--- config.mk ---
export PLATFORM = sky130hd
export DESIGN_NAME = chain_adc_reader
export DESIGN_NICKNAME = d
export VERILOG_FILES = /design/src/rtl/chain_adc_pkg.sv /design/src/rtl/cadc_sync.sv /design/src/rtl/cadc_sclk_gen.sv /design/src/rtl/cadc_deser.sv /design/src/rtl/cadc_phase_fsm.sv /design/src/rtl/chain_adc_reader.sv
export SDC_FILE = /design/constraint.sdc
export NUM_CORES = 1
export LEC_CHECK = 0
export ABC_CLOCK_PERIOD_IN_PS = 6000
export BUFFER_PORTS_ARGS = -buffer_cell sky130_fd_sc_hd__buf_2
export CAP_MARGIN = 20
export CORE_MARGIN = 8
export CORE_UTILIZATION = 50
export CTS_BUF_LIST = sky130_fd_sc_hd__clkbuf_8
export CTS_CLUSTER_DIAMETER = 120
export DETAILED_ROUTE_END_ITERATION = 8
export GPL_TIMING_DRIVEN = 0
export HOLD_SLACK_MARGIN = 0.06
export PLACE_DENSITY = 0.7
export SETUP_SLACK_MARGIN = 0.15
export SLEW_MARGIN = 20
export SYNTH_ARGS = -nofsm -noshare
export SYNTH_HDL_FRONTEND = slang
export SYNTH_SLANG_ARGS = --single-unit
export TNS_END_PERCENT = 10
--- constraint.sdc ---
create_clock -name clk -period 6 [get_ports clk]
set_clock_uncertainty 0.15 [all_clocks]
set_input_delay 0.3 -clock clk [delete_from_list [all_inputs] [get_ports clk]]
set_output_delay 0.3 -clock clk [all_outputs]
set_load 0.05 [all_outputs]
--- src/rtl/chain_adc_pkg.sv ---
package chain_adc_pkg;

    localparam int unsigned WORD_W = 16;

    typedef logic [WORD_W-1:0] word_t;

    typedef enum logic [2:0] {
        PH_IDLE,
        PH_CONV,
        PH_SETTLE,
        PH_READ,
        PH_DONE
    } phase_e;

    function automatic int unsigned ns_to_cycles(input int unsigned ns,
                                                 input int unsigned clk_ns);
        int unsigned c;
        c = (ns + clk_ns - 1) / clk_ns;
        return (c == 0) ? 1 : c;
    endfunction

    function automatic int unsigned max_u(input int unsigned a, input int unsigned b);
        return (a > b) ? a : b;
    endfunction

endpackage

--- src/rtl/cadc_sync.sv ---
module cadc_sync #(
    parameter int unsigned STAGES = 2
) (
    input  logic clk,
    input  logic rst,
    input  logic d,
    output logic q
);
    logic [STAGES-1:0] chain_q;

    generate
        for (genvar i = 0; i < STAGES; i++) begin : g_stage
            if (i == 0) begin : g_first
                always_ff @(posedge clk) begin
                    if (rst) chain_q[i] <= 1'b0;
                    else     chain_q[i] <= d;
                end
            end else begin : g_next
                always_ff @(posedge clk) begin
                    if (rst) chain_q[i] <= 1'b0;
                    else     chain_q[i] <= chain_q[i-1];
                end
            end
        end
    endgenerate

    assign q = chain_q[STAGES-1];
endmodule

--- src/rtl/cadc_sclk_gen.sv ---
module cadc_sclk_gen #(
    parameter int unsigned DIV_HALF = 2
) (
    input  logic clk,
    input  logic rst,
    input  logic en,
    output logic sclk_o,
    output logic rise_o
);
    localparam int unsigned CW = $clog2(DIV_HALF + 1);
    localparam logic [CW-1:0] LAST = CW'(DIV_HALF - 1);

    logic [CW-1:0] cnt_q;
    logic          sclk_q;
    logic          wrap;

    assign wrap   = en && (cnt_q == LAST);
    assign rise_o = wrap && !sclk_q;
    assign sclk_o = sclk_q;

    always_ff @(posedge clk) begin
        if (rst || !en) begin
            cnt_q  <= '0;
            sclk_q <= 1'b1;
        end else if (wrap) begin
            cnt_q  <= '0;
            sclk_q <= ~sclk_q;
        end else begin
            cnt_q  <= cnt_q + 1'b1;
        end
    end
endmodule

--- src/rtl/cadc_deser.sv ---
module cadc_deser #(
    parameter int unsigned N_DEV = 2
) (
    input  logic                                   clk,
    input  logic                                   rst,
    input  logic                                   clr,
    input  logic                                   sample,
    input  logic                                   din,
    output logic [chain_adc_pkg::WORD_W*N_DEV-1:0] bits_o,
    output logic                                   last_o
);
    import chain_adc_pkg::*;

    localparam int unsigned DW    = WORD_W * N_DEV;
    localparam int unsigned TOTAL = DW + 1;
    localparam int unsigned RW    = $clog2(TOTAL + 1);
    localparam logic [RW-1:0] LAST = RW'(TOTAL - 1);

    logic [RW-1:0] rcnt_q;
    logic [DW-1:0] shreg_q;

    assign last_o = sample && (rcnt_q == LAST);
    assign bits_o = shreg_q;

    always_ff @(posedge clk) begin
        if (rst) begin
            rcnt_q  <= '0;
            shreg_q <= '0;
        end else if (clr) begin
            rcnt_q  <= '0;
        end else if (sample) begin
            rcnt_q <= rcnt_q + 1'b1;
            if (rcnt_q != '0)
                shreg_q <= {shreg_q[DW-2:0], din};
        end
    end
endmodule

--- src/rtl/cadc_phase_fsm.sv ---
module cadc_phase_fsm #(
    parameter int unsigned TIMEOUT_CYC = 1000,
    parameter int unsigned SETTLE_CYC  = 3
) (
    input  logic                  clk,
    input  logic                  rst,
    input  logic                  start,
    input  logic                  done_sync,
    input  logic                  last_rise,
    output chain_adc_pkg::phase_e phase_o,
    output logic                  cnvst_o,
    output logic                  timeout_o
);
    import chain_adc_pkg::*;

    localparam int unsigned TW = $clog2(max_u(TIMEOUT_CYC, SETTLE_CYC) + 1);
    localparam logic [TW-1:0] T_LAST = TW'(TIMEOUT_CYC - 1);
    localparam logic [TW-1:0] S_LAST = TW'(SETTLE_CYC - 1);

    phase_e        phase_q;
    logic [TW-1:0] tmr_q;
    logic          cnvst_q;
    logic          tout_q;

    always_ff @(posedge clk) begin
        if (rst) begin
            phase_q <= PH_IDLE;
            tmr_q   <= '0;
            cnvst_q <= 1'b0;
            tout_q  <= 1'b0;
        end else begin
            tout_q <= 1'b0;
            case (phase_q)
                PH_IDLE: begin
                    if (start) begin
                        phase_q <= PH_CONV;
                        tmr_q   <= '0;
                        cnvst_q <= 1'b1;
                    end
                end
                PH_CONV: begin
                    if (done_sync) begin
                        phase_q <= PH_SETTLE;
                        tmr_q   <= '0;
                    end else if (tmr_q == T_LAST) begin
                        phase_q <= PH_IDLE;
                        cnvst_q <= 1'b0;
                        tout_q  <= 1'b1;
                    end else begin
                        tmr_q <= tmr_q + 1'b1;
                    end
                end
                PH_SETTLE: begin
                    if (tmr_q == S_LAST) begin
                        phase_q <= PH_READ;
                        cnvst_q <= 1'b0;
                    end else begin
                        tmr_q <= tmr_q + 1'b1;
                    end
                end
                PH_READ: begin
                    if (last_rise) phase_q <= PH_DONE;
                end
                PH_DONE: phase_q <= PH_IDLE;
                default: phase_q <= PH_IDLE;
            endcase
        end
    end

    assign phase_o   = phase_q;
    assign cnvst_o   = cnvst_q;
    assign timeout_o = tout_q;
endmodule

--- src/rtl/chain_adc_reader.sv ---
module chain_adc_reader #(
    parameter int unsigned N_DEV         = 2,
    parameter int unsigned DIV_HALF      = 2,
    parameter int unsigned CLK_PERIOD_NS = 20,
    parameter int unsigned SETTLE_NS     = 50,
    parameter int unsigned TIMEOUT_CYC   = 1000,
    parameter int unsigned SYNC_STAGES   = 2
) (
    input  logic                                   clk,
    input  logic                                   rst,
    input  logic                                   start_i,
    input  logic                                   conv_done_i,
    input  logic                                   sdata_i,
    output logic                                   cnvst_o,
    output logic                                   sclk_o,
    output logic [chain_adc_pkg::WORD_W*N_DEV-1:0] words_o,
    output logic                                   valid_o,
    output logic                                   timeout_o
);
    import chain_adc_pkg::*;

    localparam int unsigned DW         = WORD_W * N_DEV;
    localparam int unsigned SETTLE_CYC = ns_to_cycles(SETTLE_NS, CLK_PERIOD_NS);

    phase_e        phase;
    logic          done_sync;
    logic          rise;
    logic          last_rise;
    logic [DW-1:0] stream_bits;
    logic [DW-1:0] ordered;
    logic [DW-1:0] words_q;
    logic          valid_q;

    cadc_sync #(.STAGES(SYNC_STAGES)) u_sync (
        .clk(clk), .rst(rst), .d(conv_done_i), .q(done_sync)
    );

    cadc_phase_fsm #(.TIMEOUT_CYC(TIMEOUT_CYC), .SETTLE_CYC(SETTLE_CYC)) u_fsm (
        .clk(clk), .rst(rst), .start(start_i), .done_sync(done_sync),
        .last_rise(last_rise), .phase_o(phase), .cnvst_o(cnvst_o),
        .timeout_o(timeout_o)
    );

    cadc_sclk_gen #(.DIV_HALF(DIV_HALF)) u_sclk (
        .clk(clk), .rst(rst), .en(phase == PH_READ),
        .sclk_o(sclk_o), .rise_o(rise)
    );

    cadc_deser #(.N_DEV(N_DEV)) u_deser (
        .clk(clk), .rst(rst), .clr(phase != PH_READ), .sample(rise),
        .din(sdata_i), .bits_o(stream_bits), .last_o(last_rise)
    );

    // first-arriving word sits in the top slice; move it to slot 0
    generate
        for (genvar k = 0; k < N_DEV; k++) begin : g_map
            assign ordered[k*WORD_W +: WORD_W] = stream_bits[(N_DEV-1-k)*WORD_W +: WORD_W];
        end
    endgenerate

    always_ff @(posedge clk) begin
        if (rst) begin
            words_q <= '0;
            valid_q <= 1'b0;
        end else begin
            valid_q <= (phase == PH_DONE);
            if (phase == PH_DONE) words_q <= ordered;
        end
    end

    assign words_o = words_q;
    assign valid_o = valid_q;
endmodule

# == After elaboration in Yosys (flattened, before gate mapping) ==
# Index checks and enable logic that the tools add are counted.
# totals
elab_cells,68
regBits,91
in_bits,5
# op_classes
n_bitwise,3
n_eq_ne,17
n_mux,17
n_addsub,3
reduce_logical,16
# ops
op,count
$mux 10,4
$pmux 10 s3,1
$mux 3,5
$pmux 3 s4,1
$add 10x1->10 const B,1
$eq 10x10->1 const B,1
$eq 10x2->1 const B,1
$ne 2x2->1 const B,4
$reduce_and 4->1,2
$add 6x1->6 const B,1
$eq 3x2->1 const B,2
$eq 6x6->1 const B,1
$ne 3x2->1 const B,2
$reduce_bool 6->1,1
$mux 1,5
$reduce_and 5->1,1
$ne 2x1->1 const B,2
$reduce_or 2->1,2
$eq 3x1->1 const B,1
$eq 3x3->1 const B,1
$logic_and 1x1->1,3
$logic_not 3->1,1
$ne 3x3->1 const B,1
$not 1->1,3
8 further kinds,9

# == Longest topological paths before layout ==
# depth
depth_word,6
depth_mapped,9
depth_no_buf,7

# == Modules after synthesis ==
# Synthesis repeated with hierarchy kept, for this count alone.
# hier_totals
hier_cells,490
hier_area_um2,4595.7
# by_module_without_submodules
mod,area_per_inst_um2,cells_per_inst,n_inst,seq_area_each_um2
cadc_deser,2016.9,227,1,760.7
chain_adc_reader,1512.7,145,1,660.6
cadc_phase_fsm,898.4,102,1,300.3
cadc_sclk_gen,115.1,12,1,60.1
cadc_sync,52.6,4,1,40.0

# == Worst setup path before layout ==
# OpenSTA, ideal clock, no wires.
# synth_path
path_type,register to register
startpoint,reg u_fsm.tmr_q[0]
endpoint,reg u_fsm.tmr_q[2]
setup_time_ns,0.121
t_required_ns,5.729
path_stages_with_launch,8
setup_slack_ns,3.857
arrival_ns,1.872
cell_sequence,dfxtp_1 -> inv_1 -> ha_1 -> or4b_4 -> o41ai_4 -> a21oi_2 -> nand3_1 -> mux2_2
# synth_via
elab_chain_cells,4
# synth_rtl
item,line_no,source
"start, declared",cadc_phase_fsm.sv:21,logic [TW-1:0] tmr_q;
"start signal, assigned",cadc_phase_fsm.sv:50,tmr_q <= tmr_q + 1'b1;
"start signal, assigned",cadc_phase_fsm.sv:58,tmr_q <= tmr_q + 1'b1;
$add 10x1->10,"cadc_phase_fsm.sv:50, cadc_phase_fsm.sv:58",
$mux 10,cadc_phase_fsm.sv:45,end else if (tmr_q == T_LAST) begin
$mux 10,cadc_phase_fsm.sv:42,if (done_sync) begin
$pmux 10 s3,cadc_phase_fsm.sv:33,case (phase_q)
# Parallel ways exist; a longest one is shown, timed or not. The select of a mux whose other input is x is not followed.
# A chain may end at the register's enable or synchronous reset.

# == Worst setup path after layout ==
# Ends and elaborated chain as after synthesis.

==> impl_metrics.tcl <==
set metrics [dict create \
    rsz0062_at_grt "no" \
    drive_above_1_share_pct 14.3 \
    routed_wl_um 7480 \
    setup_viol 0 \
    yosysWarningCount 0 \
    p_int_mw 0.873 \
    critPathLaunchType "flip-flop" \
    n_antenna_cell 0 \
    worstSetupPathType "reg -> reg" \
    root_buffer "clkbuf_8" \
    dieArea_um2 10100 \
    gp_congestion 0.798 \
    cts.clk_slew.worst_paths_ns 0.09 \
    ctsLongestPathBuffers 2 \
    viasPerCell 5.07 \
    fmax_mhz 432 \
    cts_sinks 91 \
    min_period_ns 2.31 \
    cp_max_fo 6 \
    numCtsBuffers 9 \
    finalHoldViolations 0 \
    rows 30 \
    cts_repair_resize_count 0 \
    critPathArrivalTime_ns 2.42 \
    ant_nets 0 \
    overflow 0 \
    final_common_cell "nand2_1" \
    wl_per_cell_um 12.6 \
    p_clk_share_pct 42.2 \
    critPathLaunch "u_fsm.tmr_q[0]" \
    tns_ns 0 \
    layout_common_cells "148 x nand2_1, 91 x dfxtp_1, 70 x a21oi_1" \
    endpoint_kind "flip-flop" \
    rr_startpoint "u_fsm.tmr_q[0]" \
    post-place-cells 576 \
    grt_pass1_wl_um 13100 \
    synth.distinct_cells 48 \
    synth_edf_count 0 \
    p_sw_share_pct 22.8 \
    dpl_worst_slack_ns 3.71 \
    nets 503 \
    grt_pass1_vias 2851 \
    antenna_found_initial 0 \
    maxSlewViolCount 0 \
    grt_start_max_net_pins 17 \
    fin_area_um2 4120 \
    whs_path_depth 3 \
    cts_hold_buf 2 \
    p_switching_mw 0.257 \
    synthArstFlopShare_pct 0 \
    drv_cap 0 \
    cp_cell_sequence "inv_1, ha_1, or4b_4, o41ai_4, a21oi_2, nand3_1, mux2_2" \
    required_ns 6.11 \
    n_fill_cell 634 \
    hold_start "start_i" \
    synth.avg_cell_area_um2 8.05 \
    p_leak_nw 1.49 \
    max_slew_margin_pct 52.9 \
    synth_nets 451 \
    coreArea_um2 6830 \
    fin_crit_sh_pct 38.5 \
    post_cts_buffers 0 \
    ys.flop_type "dfxtp_1" \
    die_x_um 100 \
    dpl-instance-area_um2 3870 \
    drc 0 \
    die_h_um 100 \
    p_seq_share_pct 53.9 \
    clock_latency_ns 0.36 \
    finalNonFillerCells 594 \
    rr_worst_depth 7 \
    synth_seq_cells 91 \
    setup_slack_ns 3.69 \
    yosysSeqAreaShare_pct 51.3 \
    drt-initial-drc-count 160 \
    syn2layout_area_growth_pct 16.0 \
    first_pass_iters 5 \
    vias 3014 \
    worst_ir_drop_vdd_mv 0.145 \
    slowest_delay_ns 0.48 \
    hpwl_um 5240 \
    gr-usage-all-layers_pct 16.0 \
    slowest_stage "or4b_4" \
    cts_tree "yes" \
    worst_pin_slew_ns 0.700 \
    power_frac_comb_pct 3.9 \
    syn_area_um2 3550 \
    start_util_pct 52.0 \
    cts.htree.levels 3 \
    whs_ns 0.0972 \
    hp-class "in -> reg" \
    status "finished, final reports clean" \
    powerDensity_nw_per_um2 274 \
    ios 41 \
    synthCells 441 \
    io_buffers 39 \
]
kinds of logic (layout without fill, tap and decap cells):
kind of cell	after synthesis	in the layout	synth area share, %
compound gates	93	93	15.5
mux	4	4	1.16
simple gates	209	209	25.1
xor+xnor	6	6	1.48
fa+ha+maj	5	5	1.76
buf+inv	33	90	3.66
flops	91	91	51.3
synthesized netlist by cell type, drive strengths merged, types with 4 or more instances:
master / count / area share, %
a21oi: 71 / 10
buf: 5 / 0.70
clkbuf: 20 / 2.1
dfxtp: 91 / 51
ha: 5 / 1.8
inv: 7 / 0.74
nand2: 148 / 16
nand2b: 4 / 0.70
nand3: 9 / 1.3
nand4: 5 / 0.88
nor2: 21 / 2.2
nor2b: 4 / 0.70
nor3: 4 / 0.70
path summary, 6_finish.rpt:
check	endpoint	slack (ns)
worst max-delay path	u_fsm.tmr_q[2]	3.69
worst min-delay path	u_fsm.cnvst_o	0.1
worst max register to register	u_fsm.tmr_q[2]	3.69
worst min register to register	u_sclk.cnt_q[0]	0.28
layer usage:
| layer | vias up | global-route usage (%) | wire, um |
|---|---|---|---|
| met5 | - | 0 | 0 |
| met4 | 0 | 6.51 | 96 |
| met3 | 8 | 4.15 | 314 |
| met2 | 51 | 26.1 | 3510 |
| met1 | 1386 | 19.6 | 3550 |
| li1 | 1569 | - | - |
registers in the layout, indices dropped and copies added, names as in the netlist:
name / count
u_deser.bits_o: 32
valid_o: 1
u_sclk.cnt_q: 2
u_sclk.sclk_o: 1
u_fsm.tmr_q: 10
u_sync.chain_q: 1
words_o: 32
u_fsm.timeout_o: 1
u_sync.q: 1
u_fsm.cnvst_o: 1
u_deser.rcnt_q: 6
u_fsm.phase_o: 3
critical path: cells and delay by family, from the launching register on:
kind            cells  cell delay [ns]
mux                 1             0.35
simple gates        2             0.60
fa+ha+maj           1             0.14
compound gates      2             0.53
flops               1             0.37
buf+inv             1             0.07
layout make-up:
type | instances | area, um2 | share of cell area [%]
clock inverter | 6 | 96.3 | 2.34
sequential | 91 | 1820 | 44.2
buffer | 25 | 100 | 2.43
clock buffer | 10 | 138 | 3.34
tap | 96 | 120 | 2.92
multi-input combinational | 317 | 1600 | 38.8
timing repair buffer | 41 | 215 | 5.22
inverter | 8 | 30.0 | 0.729
metrics by stage:
stage | power (mW) | utilization [%]
2_1_floorplan | 0.655 | -
3_3_place_gp | 0.666 | 56.6
3_5_place_dp | 0.666 | 56.6
4_1_cts | 1.14 | 60.3
5_1_grt | 1.17 | 60.3
6_report | 1.13 | 60.3
power by group through the flow:
stage               sequential, mW  clock [mW]  combinational [mW]
global route                 0.610       0.511              0.0487
global placement             0.623           0              0.0426
CTS                          0.609       0.489              0.0442
floorplan                    0.626           0              0.0300
detailed placement           0.623           0              0.0431
finish                       0.609       0.476              0.0445
No activity file was read; power rests on OpenSTA's default activity.
